--- src/rtl/keyq_pkg.sv ---
package keyq_pkg;
  localparam int KEY_W = 6;
  localparam logic [KEY_W-1:0] RPT_KEY = 6'd62;
  localparam logic [7:0] EMPTY_BYTE = 8'h3F;

  typedef struct packed {
    logic             rel;
    logic [KEY_W-1:0] key;
  } kev_t;

  // Reserved indices 62/63 suppress the more-data bit
  function automatic logic [7:0] fmt_byte(kev_t e, logic more);
    logic reserved;
    reserved = (e.key >= 6'd62);
    fmt_byte = {more & ~reserved, e.rel, e.key};
  endfunction
endpackage

--- src/rtl/keyq_store.sv ---
module keyq_store #(
  parameter int DEPTH = 16,
  parameter int W     = 7
) (
  input  logic         clk,
  input  logic         rst_n,
  input  logic         push,
  input  logic [W-1:0] wdata,
  input  logic         pop,
  output logic [W-1:0] head,
  output logic         empty,
  output logic         remain,
  output logic         overflow
);
  localparam int AW = (DEPTH > 1) ? $clog2(DEPTH) : 1;
  localparam logic [AW:0] FULL_N = AW'(DEPTH) == '0 ? (AW+1)'(DEPTH) : (AW+1)'(DEPTH);

  logic [W-1:0]  mem [DEPTH];
  logic [AW-1:0] wr_ptr, rd_ptr;
  logic [AW:0]   n, n_next;
  logic          full, pop_eff, push_ok, drop;

  function automatic logic [AW-1:0] bump(logic [AW-1:0] p);
    bump = (p == AW'(DEPTH-1)) ? '0 : p + 1'b1;
  endfunction

  assign empty   = (n == '0);
  assign full    = (n == FULL_N);
  assign pop_eff = pop & ~empty;
  assign push_ok = push & (~full | pop_eff);
  assign drop    = push & ~push_ok;
  assign n_next  = n + {{AW{1'b0}}, push_ok} - {{AW{1'b0}}, pop_eff};
  assign remain  = (n_next != '0);
  assign head    = mem[rd_ptr];

  always_ff @(posedge clk) begin
    if (push_ok) mem[wr_ptr] <= wdata;
  end

  always_ff @(posedge clk) begin
    if (!rst_n) begin
      wr_ptr   <= '0;
      rd_ptr   <= '0;
      n        <= '0;
      overflow <= 1'b0;
    end else begin
      if (push_ok) wr_ptr <= bump(wr_ptr);
      if (pop_eff) rd_ptr <= bump(rd_ptr);
      n <= n_next;
      if (drop) overflow <= 1'b1;
    end
  end


  count_bound_chk: assert property (@(posedge clk) disable iff (!rst_n)
    n <= FULL_N);

  overflow_sticky_chk: assert property (@(posedge clk) disable iff (!rst_n)
    overflow |=> overflow);

  drop_keeps_count_chk: assert property (@(posedge clk) disable iff (!rst_n)
    (full && push && !pop) |=> (n == FULL_N && overflow));

  empty_pop_noop_chk: assert property (@(posedge clk) disable iff (!rst_n)
    (empty && pop && !push) |=> empty);
endmodule

--- src/rtl/keyq_repeat.sv ---
module keyq_repeat #(
  parameter int DLY_W = 5
) (
  input  logic             clk,
  input  logic             rst_n,
  input  logic             tick,
  input  logic             ev_seen,
  input  logic             held,
  input  logic             en,
  input  logic [DLY_W-1:0] dly,
  output logic             rpt_push
);
  logic [DLY_W-1:0] cnt;
  logic             armed;

  // Expiry test: ticks counted so far plus this one reach the delay (0 acts as 1)
  function automatic logic expired(logic [DLY_W-1:0] c, logic [DLY_W-1:0] d);
    logic [DLY_W:0] eff;
    eff = (d == '0) ? (DLY_W+1)'(1) : {1'b0, d};
    expired = ({1'b0, c} + 1'b1) >= eff;
  endfunction

  assign armed    = en & held & ~ev_seen;
  assign rpt_push = armed & tick & expired(cnt, dly);

  always_ff @(posedge clk) begin
    if (!rst_n)         cnt <= '0;
    else if (!armed)    cnt <= '0;
    else if (rpt_push)  cnt <= '0;
    else if (tick)      cnt <= cnt + 1'b1;
  end


  idle_no_repeat_chk: assert property (@(posedge clk) disable iff (!rst_n)
    (!en || !held) |-> !rpt_push);

  event_wins_chk: assert property (@(posedge clk) disable iff (!rst_n)
    ev_seen |=> (cnt == '0));

  repeat_restart_chk: assert property (@(posedge clk) disable iff (!rst_n)
    rpt_push |=> (cnt == '0));
endmodule

--- src/rtl/keyq_top.sv ---
module keyq_top
  import keyq_pkg::*;
#(
  parameter int DEPTH = 16,
  parameter int DLY_W = 5
) (
  input  logic             clk,
  input  logic             rst_n,
  input  logic             ev_valid,
  input  logic [5:0]       ev_key,
  input  logic             ev_release,
  input  logic             tick,
  input  logic             held,
  input  logic             rpt_en,
  input  logic [DLY_W-1:0] rpt_dly,
  input  logic             rd_pop,
  output logic [7:0]       rd_data,
  output logic             overflow
);
  localparam int EW = $bits(kev_t);

  logic   rpt_push, wr_en, q_empty, q_remain;
  kev_t   wr_ev, hd_ev;
  logic [EW-1:0] hd_raw;

  keyq_repeat #(.DLY_W(DLY_W)) u_rpt (
    .clk(clk), .rst_n(rst_n), .tick(tick), .ev_seen(ev_valid),
    .held(held), .en(rpt_en), .dly(rpt_dly), .rpt_push(rpt_push)
  );

  assign wr_en = ev_valid | rpt_push;
  always_comb begin
    if (ev_valid) wr_ev = '{rel: ev_release, key: ev_key};
    else          wr_ev = '{rel: 1'b1, key: RPT_KEY};
  end

  keyq_store #(.DEPTH(DEPTH), .W(EW)) u_store (
    .clk(clk), .rst_n(rst_n), .push(wr_en), .wdata(wr_ev),
    .pop(rd_pop), .head(hd_raw), .empty(q_empty),
    .remain(q_remain), .overflow(overflow)
  );
  assign hd_ev = kev_t'(hd_raw);

  always_ff @(posedge clk) begin
    if (!rst_n)      rd_data <= EMPTY_BYTE;
    else if (rd_pop) rd_data <= q_empty ? EMPTY_BYTE : fmt_byte(hd_ev, q_remain);
  end


  reserved_no_more_chk: assert property (@(posedge clk) disable iff (!rst_n)
    (rd_data[5:1] == 5'b11111) |-> !rd_data[7]);

  empty_read_chk: assert property (@(posedge clk) disable iff (!rst_n)
    (rd_pop && q_empty) |=> (rd_data == EMPTY_BYTE));

  hold_between_pops_chk: assert property (@(posedge clk) disable iff (!rst_n)
    !rd_pop |=> $stable(rd_data));
endmodule

--- config.mk ---
export PLATFORM = sky130hd
export DESIGN_NAME = keyq_top
export DESIGN_NICKNAME = d
export VERILOG_FILES = /design/src/rtl/keyq_pkg.sv /design/src/rtl/keyq_store.sv /design/src/rtl/keyq_repeat.sv /design/src/rtl/keyq_top.sv
export SDC_FILE = /design/constraint.sdc
export NUM_CORES = 1
export LEC_CHECK = 0
export BUFFER_PORTS_ARGS = -buffer_cell sky130_fd_sc_hd__clkbuf_2
export CAP_MARGIN = 0
export CORE_UTILIZATION = 35
export DETAILED_ROUTE_END_ITERATION = 8
export GPL_TIMING_DRIVEN = 0
export PLACE_DENSITY_LB_ADDON = 0.12
export RECOVER_POWER = 50
export SETUP_SLACK_MARGIN = 0.05
export SLEW_MARGIN = 20
export SYNTH_ARGS = -nofsm -noshare
export SYNTH_HDL_FRONTEND = slang
export SYNTH_SLANG_ARGS = --single-unit
--- constraint.sdc ---
create_clock -name clk -period 3.9 [get_ports clk]
set_clock_uncertainty 0.1 [all_clocks]
set_input_delay 0.195 -clock clk [delete_from_list [all_inputs] [get_ports clk]]
set_output_delay 0.195 -clock clk [all_outputs]
set_load 0.02 [all_outputs]
==> flow_summary.json, run 1 <==
{
  "syn_nets": 420,
  "rrSetupSlack_ns": 0.28,
  "path_clk_slew_ns": 0.06,
  "start_util_pct": 36.1,
  "crit_path_start": "u_store.n[2]$_SDFF_PN0_",
  "clock_latency_ns": 0.41,
  "required_ns": 4.08,
  "max-slew-margin-rel_pct": 42.4,
  "core.rowCount": 47,
  "post-place-ws_ns": 0.0972,
  "nNetsFinal": 469,
  "grt_max_degree": 17,
  "ys.flop_type": "edfxtp_1",
  "drv_slew": 0,
  "syn_avg_cell_area_um2": 15.8,
  "routed_wirelength_um": 13100,
  "antenna_found_initial": 0,
  "clk_path_buf_depth": 2,
  "synthMuxAreaShare_pct": 11.9,
  "slowest_stage": "fa_1",
  "worst_pin_slew_ns": 0.859,
  "synth_area_leaders": "edfxtp_1, dfxtp_1, mux4_2",
  "synth_compound_area_share_pct": 4.96,
  "outcome": "finished, final reports clean",
  "diodes": 0,
  "whs_path_depth": 3,
  "worstPathArrival_ns": 3.81,
  "synth-simple-area-share_pct": 9.30,
  "power.density_nw_per_um2": 584,
  "synth-seq-cells": 143,
  "setup_viol": 0,
  "dieArea_um2": 17800,
  "synth_cells": 383,
  "start_kind": "flip-flop",
  "ys_types": 53,
  "wire_per_inst_um": 19.6,
  "rsz0062_at_grt": "false",
  "cp_max_fo": 10,
  "clock-sinks": 143,
  "max_stage_delay_ns": 0.41,
  "min_from": "tick",
  "drc": 0,
  "cts_setup_buffers": 0,
  "die_x_um": 134,
  "cpMostUsedCell": "ha_1",
  "gp_congestion": 0.750,
  "dp_hpwl_um": 9150,
  "leakage_nw": 2.40,
  "synth.largest_area_cell": "edfxtp_1",
  "crit_type": "flip-flop to flip-flop",
  "synth_top_family_by_area": "multiplexers",
  "synth-async-reset-ratio_pct": 0,
  "synth_warnings": 0,
  "grt_pass1_vias": 3351,
  "ant_nets": 0,
  "dr.first_iter.drc_count": 185,
  "synth_top_area_share_pct": 55.5,
  "tritoncts": "built",
  "critPathCaptureType": "flip-flop",
  "track_usage_pct": 15.9,
  "viasPerCell": 4.97,
  "grt_first_pass_wirelength_um": 20100,
  "fp.dieH_um": 134,
  "layout-drive-gt1-share_pct": 24.7,
  "r2r_start": "u_store.n[2]$_SDFF_PN0_",
  "final_common_cell": "edfxtp_1",
  "numCtsBuffers": 17,
  "synth-edff-count": 112,
  "min_period_over_period_pct": 92.9,
  "period_minus_slack_ns": 3.62,
  "place.port_buffers": 25,
  "first_pass_iters": 4,
  "reg2reg_depth": 16,
  "grt_remaining_overflow": 0,
  "worst_hold_slack_ns": 0.118,
  "ir_drop_mv": 0.319,
  "ios": 28,
  "vias": 3302,
  "worstHoldPathType": "primary input to flip-flop",
  "hold_viol": 0,
  "r2r-end": "rd_data[7]$_SDFFE_PN0P_",
  "p_total_w": 0.00418,
  "core-area_um2": 16800,
  "setup_tns_ns": 0,
  "min_delay_worst_endpoint": "u_rpt.cnt[1]$_SDFFE_PP0P_",
  "cts-root-buf": "clkbuf_16",
  "crit_chain": "inv_1, ha_1, or3b_4, nor3b_4, nor2_1, and3_4, nor2_8, inv_2, ha_1, fa_1, xor2_1, or3_1, nor3_2, o21ai_0, nand2_1, a31oi_1",
  "cap_violations": 0,
  "layout_common_cells": "edfxtp_1, dfxtp_1, mux4_2",
  "synth-adder-area-share_pct": 3.84,
  "synthToLayoutAreaGrowth_pct": 18.1,
  "ctsHtreeMaxLevel": 4,
  "synth-seq-area-share_pct": 65.8,
  "fmax_ghz": 0.276,
  "fin_util_pct": 42.7,
  "worst_slack_ns": 0.278,
  "synthesis.area_um2": 6060,
  "yosys.area_share.xor_xnor_pct": 1.88
}
==> what timing repair did <==
item                                    CTS  global route
endpoints found under the setup margin    0             1
resized for setup                         0             5
hold buffers                              1             0
endpoints found under the hold margin     2             0
==> area by class of cell <==
cell class | count | area, um^2
Tap cell | 220 | 275
Timing Repair Buffer | 30 | 148
Buffer | 17 | 90.1
Multi-Input combinational cell | 209 | 1990
Inverter | 14 | 52.6
Clock buffer | 21 | 440
Clock inverter | 11 | 163
Fill cell | 1522 | 9610
Sequential cell | 143 | 3990
==> synthesized netlist by cell type (4+ instances only) <==
library cell / number
nor2b_1: 4
nand2_1: 21
nor2_1: 12
nor3b_1: 4
o21ai_0: 6
o22ai_1: 12
clkbuf_1: 8
mux4_2: 25
a21oi_1: 9
ha_1: 17
nand3_1: 6
buf_2: 4
and4_1: 4
xnor2_1: 5
mux2_2: 12
edfxtp_1: 112
nor4b_1: 4
inv_1: 13
nand2b_1: 10
dfxtp_1: 31
and2_1: 9
xor2_1: 8
and3_1: 4
==> flip-flops by register name (all words and copies together), names as in the netlist, named ones only <==
name	count
rd_data	8
u_store.mem	112
u_store.wr_ptr	4
u_rpt.cnt	5
u_store.overflow	1
u_store.rd_ptr	4
u_store.n	5
==> power breakdown <==
group	switching [W]	total, W	internal [W]
Sequential	0.0000388	0.00176	0.00172
Clock	0.000604	0.00167	0.00107
Combinational	0.000405	0.000748	0.000343
Total	0.00105	0.00418	0.00313
==> routing by layer <==
metal / track usage [%] / vias up / part of all wire, % / wire [um]
li1: - / 1582 / - / -
met3: 3.92 / 11 / 3.0 / 390
met2: 24.5 / 39 / 48 / 6210
met5: 0 / - / 0 / 0
met4: 7.39 / 0 / 1.7 / 219
met1: 21.0 / 1670 / 48 / 6230
==> critical path, delay by kind of cell, from the launching register on <==
| family | cells | cell delay [ns] |
|---|---|---|
| simple gates | 8 | 1.81 |
| fa+ha+maj | 3 | 0.79 |
| flops | 1 | 0.31 |
| buf+inv | 2 | 0.20 |
| xor+xnor | 1 | 0.16 |
| compound gates | 2 | 0.13 |
==> metrics by stage <==
step | instances | cell area, um^2
after detailed placement | 632 | 6530
after global placement | 628 | 6460
final | 665 | 7150
after CTS | 665 | 7140
after global routing | 665 | 7150
after floorplan | 383 | 6060
==> cells by family after synthesis <==
kind of cell	Yosys count
XOR/XNOR	13
buffers and inverters	31
adder cells (fa/ha/maj)	18
AND/OR/NAND/NOR	94
flip-flops	143
multiplexers	39
AO/OA/AOI/OAI	45
==> worst max-delay path by stage <==
| stage | to | slack, ns | cells past startpoint |
|---|---|---|---|
| 2_1_floorplan | rd_data[7]$_SDFFE_PN0P_ | 0.65 | 16 |
| 3_3_place_gp | u_store.mem[0][2]$_DFFE_PP_ | 0.06 | 8 |
| 3_5_place_dp | rd_data[7]$_SDFFE_PN0P_ | 0.1 | 16 |
| 4_1_cts | rd_data[7]$_SDFFE_PN0P_ | 0.08 | 16 |
| 5_1_grt | rd_data[7]$_SDFFE_PN0P_ | 0.05 | 16 |
| 6_report | rd_data[7]$_SDFFE_PN0P_ | 0.28 | 16 |
No activity file was read; power rests on OpenSTA's default activity.
==> run 2: changes to the inputs <==
CORE_MARGIN = 10   (was unset)
==> run 2 against run 1 <==
Effect of this change:
- combinational power grew 2%
- first-iteration DRC count grew 32%
- largest cell class unchanged
- critical path depth is the same
- clock power shrank 5%
- critical path type unchanged
==> flow_summary.json, run 2 (synthesis gave the netlist of run 1 again) <==
{
  "outcome": "finished, final reports clean",
  "worstHoldPathType": "primary input to flip-flop",
  "gp_congestion": 0.708,
  "critPathCaptureType": "flip-flop",
  "leakage_nw": 2.45,
  "die_x_um": 152,
  "fin_cells": 678,
  "viasPerCell": 4.99,
  "dr.first_iter.drc_count": 245,
  "top_register": "u_store.mem",
  "clk_path_buf_depth": 2,
  "wire_per_inst_um": 19.6,
  "layout_common_cells": "edfxtp_1, dfxtp_1, mux4_2",
  "layout-drive-gt1-share_pct": 26.5,
  "period_minus_slack_ns": 3.68,
  "stdcell_area_um2": 7200,
  "grt_max_degree": 17,
  "antenna_found_initial": 0,
  "final_common_cell": "edfxtp_1",
  "core-area_um2": 17100,
  "clock_latency_ns": 0.41,
  "setup_viol": 0,
  "hold_viol": 0,
  "place.port_buffers": 25,
  "post_dp_cell_area_um2": 6580,
  "track_usage_pct": 12.3,
  "dp_hpwl_um": 9440,
  "diodes": 0,
  "start_kind": "flip-flop",
  "worst_pin_slew_ns": 0.910,
  "max-slew-margin-rel_pct": 39.1,
  "cp_max_fo": 8,
  "reg2reg_depth": 16,
  "power.density_nw_per_um2": 569,
  "start_util_pct": 35.4,
  "largest_reg_flops": 112,
  "tritoncts": "built",
  "path_clk_slew_ns": 0.06,
  "routed_wirelength_um": 13300,
  "post-place-ws_ns": 0.0000859,
  "nNetsFinal": 477,
  "min_period_over_period_pct": 94.3,
  "fillerInstances": 1559,
  "dieArea_um2": 23000,
  "cts-root-buf": "clkbuf_16",
  "grt_remaining_overflow": 0,
  "grt_first_pass_wirelength_um": 20600,
  "synthToLayoutAreaGrowth_pct": 18.9,
  "whs_path_depth": 3,
  "drv_slew": 0,
  "fp.dieH_um": 152,
  "vias": 3382,
  "numCtsBuffers": 17,
  "core.rowCount": 48,
  "grt_pass1_vias": 3506,
  "ctsHtreeMaxLevel": 4,
  "rsz0062_at_grt": "false",
  "ir_drop_mv": 0.285,
  "worst_slack_ns": 0.221,
  "dp_cells": 642,
  "first_pass_iters": 5,
  "ant_nets": 0,
  "drc": 0,
  "cap_violations": 0,
  "reg.largest.list": "u_store.mem x112, rd_data x8",
  "crit_type": "flip-flop to flip-flop",
  "clock-sinks": 143,
  "fmax_ghz": 0.272,
  "ios": 28,
  "required_ns": 4.08,
  "worstPathArrival_ns": 3.86
}
==> run 2: changes by cell type in the layout (fill, tap and decap cells not counted), sizes merged <==
cell,change
buf,+8
bufinv,-3
clkbuf,+3
==> run 2: cell type report <==
class / count / area [um^2] / share of cell area [%]
repair buffers: 38 / 208 / 2.88
flip-flops and latches: 143 / 3990 / 55.3
clock buffers: 24 / 514 / 7.14
clock inverters: 8 / 75.1 / 1.04
inverters: 14 / 55.1 / 0.764
well taps: 225 / 282 / 3.91
multi-input cells: 209 / 1990 / 27.7
plain buffers: 17 / 90.1 / 1.25
==> run 2: critical path, cell delays in order, from the launching register on <==
cell and delay, ns:
dfxtp_1 0.31, inv_1 0.07, ha_1 0.13, or3b_1 0.42, nor3b_4 0.34, nand2b_1 0.16
o31ai_2 0.13, nor2_8 0.18, inv_4 0.09, ha_1 0.24, fa_1 0.41, xor2_1 0.17
or3_1 0.33, nor3_2 0.20, o21ai_0 0.12, nand2_1 0.10, a31oi_1 0.04
==> run 2: metrics by stage <==
stage	power, W	setup TNS, ns	utilization [%]	hold WS [ns]
final	0.00410	0	42.1	0.121
after detailed placement	0.00254	0	38.4	0.370
after CTS	0.00414	0	42.0	0.113
after global routing	0.00430	0	42.1	0.175
after floorplan	0.00233	0	-	0.248
after global placement	0.00253	-4.19	37.8	0.365
==> run 2: worst paths after layout <==
| path | slack [ns] | to | startpoint |
|---|---|---|---|
| setup reg to reg | 0.22 | rd_data[7]$_SDFFE_PN0P_ | u_store.n[2]$_SDFF_PN0_ |
| setup / recovery | 0.22 | rd_data[7]$_SDFFE_PN0P_ | u_store.n[2]$_SDFF_PN0_ |
| hold reg to reg | 0.38 | rd_data[0]$_SDFFE_PN1P_ | rd_data[0]$_SDFFE_PN1P_ |
| hold / removal | 0.12 | u_rpt.cnt[1]$_SDFFE_PP0P_ | tick |
==> run 2: where the power goes <==
group,internal [W],switching [W],leakage (nW)
Combinational,0.000354,0.000411,0.904
Clock,0.000987,0.000593,0.295
Sequential,0.00172,0.0000375,1.25
Total,0.00306,0.00104,2.45
==> run 2: repair_timing <==
action | CTS | global route
pin swaps | 0 | 2
setup buffers | 0 | 3
gates resized for setup | 2 | 3
hold buffers | 1 | 0
hold endpoints to repair | 2 | 0
setup endpoints to repair | 1 | 1
==> run 2: per-layer routing <==
layer  vias to the layer above  routed length [um]  track usage, %  share of wire (%)
met5                         -                   0               0                  0
met4                         0                 195            4.96                1.5
met3                        18                 511            2.73                3.8
met2                        62                6600            19.7                 50
met1                      1710                5980            16.0                 45
li1                       1592                   -               -                  -
==> run 3: changes to the inputs <==
SYNTH_HIERARCHICAL = 1   (was unset)
==> run 3 against run 2 <==
Effect of this change:
- largest power group unchanged
- critical endpoint unchanged
- clock power fell by 6%
- critical path depth increased by 6
- combinational power increased by 16%
- highest routed layer unchanged
- register-to-register slack worse by 0.03 ns
- core utilization barely moved
==> flow_summary.json, run 3 <==
{
  "tritoncts": "built",
  "internal_power_w": 0.00302,
  "syn_avg_cell_area_um2": 16.3,
  "post-place-ws_ns": -0.340,
  "path_clk_slew_ns": 0.06,
  "clock-sinks": 143,
  "ir_drop_mv": 0.323,
  "largest_reg_flops": 112,
  "synth_cells": 376,
  "outcome": "finished, final reports clean",
  "top_register": "u_store/mem",
  "rsz0062_at_grt": "false",
  "ys_types": 50,
  "max-slew-margin-rel_pct": 34.7,
  "core.rowCount": 48,
  "hold_buffers": 0,
  "die_x_um": 152,
  "synth.largest_area_cell": "edfxtp_1",
  "swShare_pct": 27.2,
  "layout-drive-gt1-share_pct": 23.1,
  "critPathCaptureType": "flip-flop",
  "power_frac_seq_pct": 42.8,
  "fillerInstances": 1573,
  "yosys-top-cells-count": "edfxtp_1, dfxtp_1, nand2_1, and2_1, mux4_1",
  "grt_pass1_vias": 3422,
  "start_util_pct": 35.5,
  "cts-root-buf": "clkbuf_16",
  "drv_slew": 0,
  "regArea_um2": 3990,
  "synth-async-reset-ratio_pct": 0,
  "drc": 0,
  "synth-seq-cells": 143,
  "worstPathArrival_ns": 3.91,
  "hold_viol": 0,
  "diodes": 0,
  "routed_wirelength_um": 12900,
  "layout_common_cells": "edfxtp_1, dfxtp_1, nand2_1",
  "synth_most_common_cell": "edfxtp_1",
  "p_switching_w": 0.00113,
  "worst_slack_ns": 0.192,
  "crit_type": "flip-flop to flip-flop",
  "track_usage_pct": 11.1,
  "syn_nets": 412,
  "ios": 28,
  "viasPerCell": 4.94,
  "clockPowerShare_pct": 35.9,
  "synthesis.area_um2": 6110,
  "required_ns": 4.10,
  "worst_pin_slew_ns": 0.979,
  "grt_remaining_overflow": 0,
  "synth_area_leaders": "edfxtp_1, dfxtp_1, mux4_1",
  "ant_nets": 0,
  "final_common_cell": "edfxtp_1",
  "power.density_nw_per_um2": 572,
  "cp_max_fo": 6,
  "synth-edff-count": 112,
  "nNetsFinal": 469,
  "first_pass_iters": 5,
  "leakage_nw": 2.48,
  "numCtsBuffers": 17,
  "synth_warnings": 6,
  "min_period_over_period_pct": 95.1,
  "grt_first_pass_wirelength_um": 19500,
  "synth-seq-area-share_pct": 65.2,
  "dieArea_um2": 23100,
  "start_kind": "flip-flop",
  "clock_latency_ns": 0.41,
  "ctsHtreeMaxLevel": 4,
  "cap_violations": 0,
  "clk_path_buf_depth": 2,
  "gp_congestion": 0.721,
  "period_minus_slack_ns": 3.71,
  "synthToLayoutAreaGrowth_pct": 18.6,
  "synth_top_area_share_pct": 55.0,
  "dp_hpwl_um": 8600,
  "p_total_w": 0.00415,
  "antenna_found_initial": 0,
  "ys.flop_type": "edfxtp_1",
  "combinationalPowerShare_pct": 21.3,
  "fp.dieH_um": 152,
  "wire_per_inst_um": 19.3,
  "vias": 3317,
  "grt_max_degree": 17,
  "place.port_buffers": 27,
  "worstHoldPathType": "primary input to flip-flop",
  "core-area_um2": 17200,
  "multiInputGateArea_um2": 2050,
  "setup_viol": 0,
  "dr.first_iter.drc_count": 136,
  "fmax_ghz": 0.270,
  "reg.largest.list": "u_store/mem x112, rd_data x8"
}
[run 3: cell types whose count changed in the layout (fill, tap and decap cells not counted), moves of 5 or more]
| cell | change |
|---|---|
| a22oi_1 | +14 |
| nor2_1 | -7 |
| nor2b_1 | +6 |
| o22ai_1 | -5 |
| mux4_1 | +18 |
| mux4_2 | -15 |
| xor2_1 | -5 |
| and2_1 | +15 |
| mux2_2 | -12 |
[run 3: worst paths after layout]
kind / slack [ns] / end / from / depth (start not counted)
setup / recovery: 0.19 / rd_data[7]$_SDFFE_PN0P_ / u_rpt/cnt[2]$_SDFFE_PP0P_ / 22
hold reg to reg: 0.38 / rd_data[1]$_SDFFE_PN1P_ / rd_data[1]$_SDFFE_PN1P_ / 2
hold / removal: 0.02 / u_rpt/cnt[2]$_SDFFE_PP0P_ / held / 5
setup reg to reg: 0.19 / rd_data[7]$_SDFFE_PN0P_ / u_rpt/cnt[2]$_SDFFE_PP0P_ / 22
[run 3: cell type report]
class	count	area share (%)
sequential	143	55.1
multi-input combinational	203	28.3
clock buffer	19	5.97
tap	225	3.88
timing repair buffer	38	2.83
clock inverter	13	1.59
buffer	15	1.57
inverter	15	0.777
[run 3: critical path: stages, from the launching register on]
cell	delay, ns
dfxtp_2	0.32
buf_6	0.12
nand3_4	0.07
xnor2_2	0.13
ha_1	0.29
a21o_1	0.17
a221oi_2	0.27
o21ai_2	0.11
and3_4	0.18
or2_4	0.27
nor2_4	0.10
inv_2	0.05
nand2_2	0.08
ha_4	0.13
inv_2	0.03
fa_2	0.37
inv_2	0.07
a21oi_2	0.06
o21bai_1	0.17
xnor2_1	0.16
nand3_1	0.17
nand2_2	0.12
o31ai_4	0.05
[run 3: kinds of logic after synthesis]
| group | share of synthesized area (%) |
|---|---|
| multiplexers | 11.8 |
| AND/OR/NAND/NOR | 8.66 |
| buffers and inverters | 2.80 |
| AO/OA/AOI/OAI | 6.14 |
| flip-flops | 65.2 |
| XOR/XNOR | 1.86 |
| adder cells (fa/ha/maj) | 3.60 |
[run 3: stage by stage]
step	cells	utilization (%)	hold WS (ns)	TNS [ns]	instance area (um^2)
final	671	42.1	0.0160	0	7250
after CTS	661	41.4	0.00228	0	7130
after floorplan	376	-	0.223	0	6110
after global routing	671	42.1	0.0389	0	7250
after global placement	628	37.9	0.363	-0.369	6530
after detailed placement	628	37.9	0.374	-0.392	6530
[run 3: repair_timing]
| item | 4_1_cts | 5_1_grt |
|---|---|---|
| endpoints found under the hold margin | 0 | 0 |
| gates resized for setup | 13 | 16 |
| buffers inserted | 1 | 10 |
| endpoints found under the setup margin | 2 | 1 |
| pin swaps | 5 | 17 |
[run 3: metal layers]
layer | track usage (%) | part of all wire, % | up-vias
li1 | - | - | 1577
met1 | 14.6 | 48 | 1670
met2 | 16.6 | 46 | 55
met3 | 3.47 | 3.8 | 15
met4 | 4.68 | 1.6 | 0
met5 | 0 | 0 | -
[run 3: power by group through the flow]
stage | sequential (W) | combinational, W | clock [W]
6_report | 0.00177 | 0.000885 | 0.00149
5_1_grt | 0.00178 | 0.000965 | 0.00160
4_1_cts | 0.00178 | 0.000880 | 0.00153
3_5_place_dp | 0.00181 | 0.000852 | 0
3_3_place_gp | 0.00180 | 0.000844 | 0
2_1_floorplan | 0.00182 | 0.000622 | 0
